File: config.mk
export PLATFORM = sky130hd
export DESIGN_NAME = fetch_seq
export DESIGN_NICKNAME = d
export VERILOG_FILES = /design/src/rtl/fseq_pkg.sv /design/src/rtl/fseq_ctrl.sv /design/src/rtl/fseq_pc.sv /design/src/rtl/fseq_ir.sv /design/src/rtl/fetch_seq.sv
export SDC_FILE = /design/constraint.sdc
export NUM_CORES = 1
export LEC_CHECK = 0
export BUFFER_PORTS_ARGS = -buffer_cell sky130_fd_sc_hd__buf_2
export CORE_MARGIN = 8
export CORE_UTILIZATION = 50
export CTS_CLUSTER_DIAMETER = 60
export DETAILED_ROUTE_END_ITERATION = 8
export GPL_TIMING_DRIVEN = 0
export MAX_ROUTING_LAYER = met4
export PLACE_DENSITY = 0.81
export SYNTH_ARGS = -nofsm -noshare
export SYNTH_HDL_FRONTEND = slang
export SYNTH_SLANG_ARGS = --single-unit
File: constraint.sdc
create_clock -name clk -period 5.1 [get_ports clk]
set_input_delay 0.255 -clock clk [delete_from_list [all_inputs] [get_ports clk]]
set_output_delay 0.255 -clock clk [all_outputs]
set_load 0.05 [all_outputs]
File: src/rtl/fseq_pkg.sv
package fseq_pkg;
    typedef enum logic [1:0] {
        S_BOOT = 2'd0,
        S_FILL = 2'd1,
        S_EXEC = 2'd2
    } fseq_state_e;
endpackage

File: src/rtl/fseq_ctrl.sv
module fseq_ctrl
    import fseq_pkg::*;
(
    input  logic        clk,
    input  logic        rst_n,
    input  logic        br_take,
    input  logic        pcw_en,
    output fseq_state_e state,
    output logic        redirect,
    output logic        ir_valid,
    output logic        ir_load
);
    fseq_state_e state_nxt;

    // state register
    always_ff @(posedge clk or negedge rst_n) begin
        if (!rst_n) state <= S_BOOT;
        else        state <= state_nxt;
    end

    // transitions and outputs
    always_comb begin
        redirect  = 1'b0;
        ir_valid  = 1'b0;
        ir_load   = 1'b1;
        state_nxt = state;
        unique case (state)
            S_BOOT: begin
                ir_load   = 1'b0;
                state_nxt = S_FILL;
            end
            S_FILL: begin
                state_nxt = S_EXEC;
            end
            S_EXEC: begin
                ir_valid  = 1'b1;
                redirect  = br_take | pcw_en;
                state_nxt = (br_take | pcw_en) ? S_FILL : S_EXEC;
            end
            default: begin
                ir_load   = 1'b0;
                state_nxt = S_BOOT;
            end
        endcase
    end
endmodule

File: src/rtl/fseq_pc.sv
module fseq_pc
    import fseq_pkg::*;
#(
    parameter int PROG_WORDS = 1024,
    parameter int AW         = $clog2(PROG_WORDS)
) (
    input  logic          clk,
    input  logic          rst_n,
    input  fseq_state_e   state,
    input  logic          redirect,
    input  logic          br_take,
    input  logic [AW-1:0] br_target,
    input  logic [AW-1:0] pcw_data,
    output logic [AW-1:0] pm_addr,
    output logic [AW-1:0] pc
);
    localparam logic [AW-1:0] LAST_WORD = AW'(PROG_WORDS - 1);

    logic [AW-1:0] seq_addr;
    logic [AW-1:0] jump_addr;

    always_comb begin
        seq_addr  = (pc == LAST_WORD) ? '0 : pc + AW'(1);
        jump_addr = br_take ? br_target : pcw_data;
        unique case (state)
            S_BOOT:  pm_addr = pc;
            S_FILL:  pm_addr = seq_addr;
            S_EXEC:  pm_addr = redirect ? jump_addr : seq_addr;
            default: pm_addr = pc;
        endcase
    end

    // pc always holds the address whose word is arriving on the read port
    always_ff @(posedge clk or negedge rst_n) begin
        if (!rst_n) pc <= '0;
        else        pc <= pm_addr;
    end
endmodule

File: src/rtl/fseq_ir.sv
module fseq_ir #(
    parameter int IW = 14,
    parameter int AW = 10
) (
    input  logic          clk,
    input  logic          rst_n,
    input  logic          load,
    input  logic [IW-1:0] pm_rdata,
    input  logic [AW-1:0] pc,
    output logic [IW-1:0] ir_word,
    output logic [AW-1:0] ir_addr
);
    always_ff @(posedge clk or negedge rst_n) begin
        if (!rst_n) begin
            ir_word <= '0;
            ir_addr <= '0;
        end else if (load) begin
            ir_word <= pm_rdata;
            ir_addr <= pc;
        end
    end
endmodule

File: src/rtl/fetch_seq.sv
module fetch_seq
    import fseq_pkg::*;
#(
    parameter int PROG_WORDS = 1024,
    parameter int IW         = 14,
    parameter int AW         = $clog2(PROG_WORDS)
) (
    input  logic          clk,
    input  logic          rst_n,
    output logic [AW-1:0] pm_addr,
    input  logic [IW-1:0] pm_rdata,
    output logic [IW-1:0] ir_word,
    output logic          ir_valid,
    output logic [AW-1:0] ir_addr,
    input  logic          br_take,
    input  logic [AW-1:0] br_target,
    input  logic          pcw_en,
    input  logic [AW-1:0] pcw_data
);
    fseq_state_e   state;
    logic          redirect;
    logic          ir_load;
    logic [AW-1:0] pc;

    fseq_ctrl u_ctrl (
        .clk      (clk),
        .rst_n    (rst_n),
        .br_take  (br_take),
        .pcw_en   (pcw_en),
        .state    (state),
        .redirect (redirect),
        .ir_valid (ir_valid),
        .ir_load  (ir_load)
    );

    fseq_pc #(.PROG_WORDS(PROG_WORDS), .AW(AW)) u_pc (
        .clk       (clk),
        .rst_n     (rst_n),
        .state     (state),
        .redirect  (redirect),
        .br_take   (br_take),
        .br_target (br_target),
        .pcw_data  (pcw_data),
        .pm_addr   (pm_addr),
        .pc        (pc)
    );

    fseq_ir #(.IW(IW), .AW(AW)) u_ir (
        .clk      (clk),
        .rst_n    (rst_n),
        .load     (ir_load),
        .pm_rdata (pm_rdata),
        .pc       (pc),
        .ir_word  (ir_word),
        .ir_addr  (ir_addr)
    );
endmodule

; Word level (Yosys, flattened, before mapping)
; Cells that the tools add are included.
; W data, S select, Z words.
[classes]
n_addsub = 1
n_eq_ne = 3
mux = 9
reduce_logical = 2
bitwise_logic = 1
[op_table]
columns = cell, count
row1 = $mux W10, 3
row2 = $pmux W10 S2, 1
row3 = $add A10 B1 Y10 const B, 1
row4 = $eq A10 B10 Y1 const B, 1
row5 = $pmux W2 S3, 1
row6 = $mux W1, 3
row7 = $eq A2 B1 Y1 const B, 1
row8 = $eq A2 B2 Y1 const B, 1
row9 = $logic_not A2 Y1, 1
row10 = $mux W2, 1
row11 = $reduce_or A2 Y1, 1
row12 = $or A1 B1 Y1, 1
[totals]
wordCells = 20
reg_bits = 36
in_bits = 38

; Depth between registers and ports, before layout
[logic_depth]
word_depth = 4
depth_mapped = 7

; Modules after synthesis
; Synthesis repeated with hierarchy kept, for this count alone.
[hier_totals]
cells_unflattened = 170
hier_area_um2 = 2031.9
[by_module_without_submodules]
columns = mod, area_per_inst_um2, n_inst, seq_area_each_um2, cells_each
row1 = fseq_ir, 997.2, 1, 600.6, 51
row2 = fseq_pc, 907.1, 1, 250.2, 108
row3 = fseq_ctrl, 127.6, 1, 50.0, 11

; Worst setup path before layout
; No wires, ideal clock.
[synth_timing]
kind = register to output
start = register u_ctrl.state[0]
end = output pm_addr[9]
stages_incl_launch_ff = 7
t_arrival_ns = 2.604
n_path_buf = 0
path_slack_ns = 2.241
t_required_ns = 4.845
cell_sequence = dfrtp_1 > inv_1 > ha_1 > inv_1 > o31ai_1 > o22ai_1 > a22oi_1
[synth_via]
elab_chain_len = 4
word_cells_on_any_way = 5
classes_between = eq/ne: 2 / mux: 3
[synth_rtl]
columns = element, line_no
row1 = "start, declared", fseq_ctrl.sv:8  ; output fseq_state_e state,
row2 = "start signal, assigned", fseq_ctrl.sv:18  ; else state <= state_nxt;
row3 = $eq A2 B2 Y1, "fseq_ctrl.sv:27, fseq_pc.sv:25"
row4 = $mux W1, fseq_ctrl.sv:27  ; unique case (state)
row5 = $mux W10, fseq_pc.sv:28  ; S_EXEC: pm_addr = redirect ? jump_addr : seq_addr;
row6 = $pmux W10 S2 (*), fseq_pc.sv:25  ; unique case (state)
row7 = "end, declared", fetch_seq.sv:10  ; output logic [AW-1:0] pm_addr,
; Mark *: on every way between the ends. The rest lies on a longest branch, timed or not.

; Worst setup path after layout
[layout_timing]
start = register u_ctrl.state[0]
end = output pm_addr[6]
; The elaborated chain is that of the path after synthesis.

==> flow_summary.ini <==
[clocking]
cts_tree = done
cts_resized = 0
htreeDepth = 2
cts.reportedPaths.clkPinSlew_ns = 0.07
clk_path_buf_depth = 2
clkSinkCount = 36
clk_latency_ns = 0.28
ctsHoldBuffers = 0
cts_buffers = 5
postCtsSetupBuffers = 0
cts-root-buf = clkbuf_8

[run_status]
status = complete, no violations

[synth]
syn_area_per_cell_sq_um = 11.0
synth.area.mux_share_pct = 14.2
synth_edf_count = 0
synth_cell_types = 39
synth-xor-area-share_pct = 0
synth_compound_area_share_pct = 17.8
synth_cells = 174
synthTopCellsByArea = dfrtp_1 (47%), mux2_2 (14%), a22oi_1 (3.5%)
synth_flop_cell = dfrtp_1
synthAdderAreaFrac_pct = 3.28
synth_most_common_cell = dfrtp_1
yosys_warnings = 0
ys_ff_latch = 36
syn_area_sq_mm = 0.00191
synthSimpleGateAreaFrac_pct = 13.5
synthArstFlopShare_pct = 100
seq_area_frac_synth_pct = 47.3
synth_top_family_by_area = compound AO/OA/AOI/OAI gates
synth_top_area_share_pct = 47.3
synthesis.nets = 217
netlist.top_cell.by_area = dfrtp_1
ys_top_cells_by_count = dfrtp_1 (36), mux2_2 (24), inv_1 (11), a22oi_1 (9), nand2_1 (9)

[sta]
slew_headroom_pct = 47.6
drv_slew = 0
fin_crit_sh_pct = 53.5
hold_viol_final = 0
setup_viol = 0
grt_setup_unrepaired = no
fin_crit_ns = 2.73
worst_pin_slew_ns = 0.786
tns_ns = 0
skew_ns = 0.00360
max_freq_mhz = 367

[routing]
drc = 0
drt_iter0_drc = 97
routed_wl_um = 4900
via_per_inst = 5.72
drtPass1Iterations = 5
wl_per_cell_um = 16.3
vias = 1721
ant_nets = 0

[job]
drv_cap = 0

[floorplan]
start_util_pct = 52.1
die-width_um = 77.7
pin_count = 73
core_area_sq_mm = 0.00366
die_area_sq_mm = 0.00604
die_y_um = 77.7
rows = 22

[placed_design]
io_buffers = 71
dpl.hpwl_um = 3870
routabilityCongestion = 0.956

[grt]
grt_max_degree = 37
grt_pass1_vias = 1817
antenna_found_initial = 0
grt_pass1_wl_um = 8450
overflow = 0
track_usage_pct = 17.4

[worst_setup_path]
critPathLaunchType = flop
critical_path.max_fanout = 8
worstPathRequired_ns = 4.85
cp-end-kind = output port
worst-setup-path-type = reg -> out
crit_arrival_ns = 2.47

[finish]
area_growth_pct = 26.7
nets = 295
antenna_cells = 0
drive_above_1_share_pct = 43.9
multi_input_area_sq_um = 928
fillers = 299
sequential_cell_area_sq_um = 901

[min_path]
hp-class = in -> async
-- worst max-delay path: stages, from the launching register on --
cell and delay, ns:
dfrtp_1 0.41, inv_1 0.12, ha_1 0.33, nor3b_2 0.37
nor2_1 0.18, o32ai_1 0.31, a22o_1 0.20, buf_2 0.27
-- placed cells by master (no fill, tap or decap), types with 2 or more instances in the layout --
master	netlist	layout
o31ai_1	2	2
o22ai_1	2	2
mux2_2	24	24
nand2b_1	6	6
nor3_1	3	3
clkbuf_8	0	6
nand3_1	5	5
dfrtp_1	36	36
or3_1	2	2
and3_1	2	2
o21ai_0	7	7
nor2_1	6	6
o32ai_1	5	5
nand2_1	9	9
ha_1	5	5
nand3b_1	2	2
nor4_1	3	3
a22oi_1	9	9
a22o_1	4	4
a31oi_1	3	3
inv_1	11	11
clkbuf_1	3	4
a21oi_1	4	4
buf_2	4	75
nor2b_1	2	2
-- cells by family (layout without fill, tap and decap cells) --
kind of cell | Yosys count | count (layout)
AOI/OAI and AO/OA | 46 | 46
and+or+nand+nor | 44 | 44
DFF | 36 | 36
muxes | 24 | 24
buffers and inverters | 19 | 98
adders and majority gates | 5 | 5
-- worst paths after layout --
| check | startpoint | endpoint | slack [ns] | depth (start not counted) |
|---|---|---|---|---|
| min in group clk | pm_rdata[11] | u_ir.ir_word[11] | 0.20 | 2 |
| worst min register to register | u_ir.ir_word[5] | u_ir.ir_word[5] | 0.50 | 1 |
| worst max register to register | u_ctrl.state[0] | u_pc.pc[9] | 3.10 | 7 |
| worst max-delay path | u_ctrl.state[0] | pm_addr[6] | 2.37 | 7 |
| worst min-delay path | rst_n | u_ir.ir_addr[9] | 0.05 | 1 |
| max in group asynchronous | rst_n | u_pc.pc[8] | 4.55 | 1 |
-- state kept, by name (all words and copies together), names as in the netlist --
signal and count:
u_ctrl.state 2, u_ir.ir_addr 10, u_ir.ir_word 14, u_pc.pc 10
-- layer usage --
metal / wire, um / GRT usage [%] / vias to the layer above
met4: 83 / 4.53 / 0
met5: 0 / - / -
li1: - / - / 809
met3: 422 / 7.03 / 7
met1: 2030 / 20.3 / 825
met2: 2360 / 27.1 / 80
-- metrics by stage --
stage | util, % | hold WS, ns | instance area (sq um) | setup slack (ns) | instances
floorplan | - | -0.0406 | 1910 | 2.24 | 174
global placement | 63.4 | 0.375 | 2320 | 2.74 | 293
detailed placement | 63.4 | 0.380 | 2320 | 2.69 | 293
CTS | 66.0 | 0.0830 | 2410 | 2.38 | 301
global route | 66.0 | 0.118 | 2410 | 2.15 | 301
finish | 66.0 | 0.0515 | 2410 | 2.37 | 301
-- final cells by class --
cell class | instances | share of cell area, %
multi-input combinational | 119 | 38.4
sequential | 36 | 37.3
timing repair buffer | 71 | 14.7
clock buffer | 7 | 3.58
tap | 48 | 2.49
inverter | 11 | 1.71
buffer | 8 | 1.45
clock inverter | 1 | 0.311
Power is not shown: default switching activity piles up to over one toggle a cycle in this logic, so the estimate is an artifact.
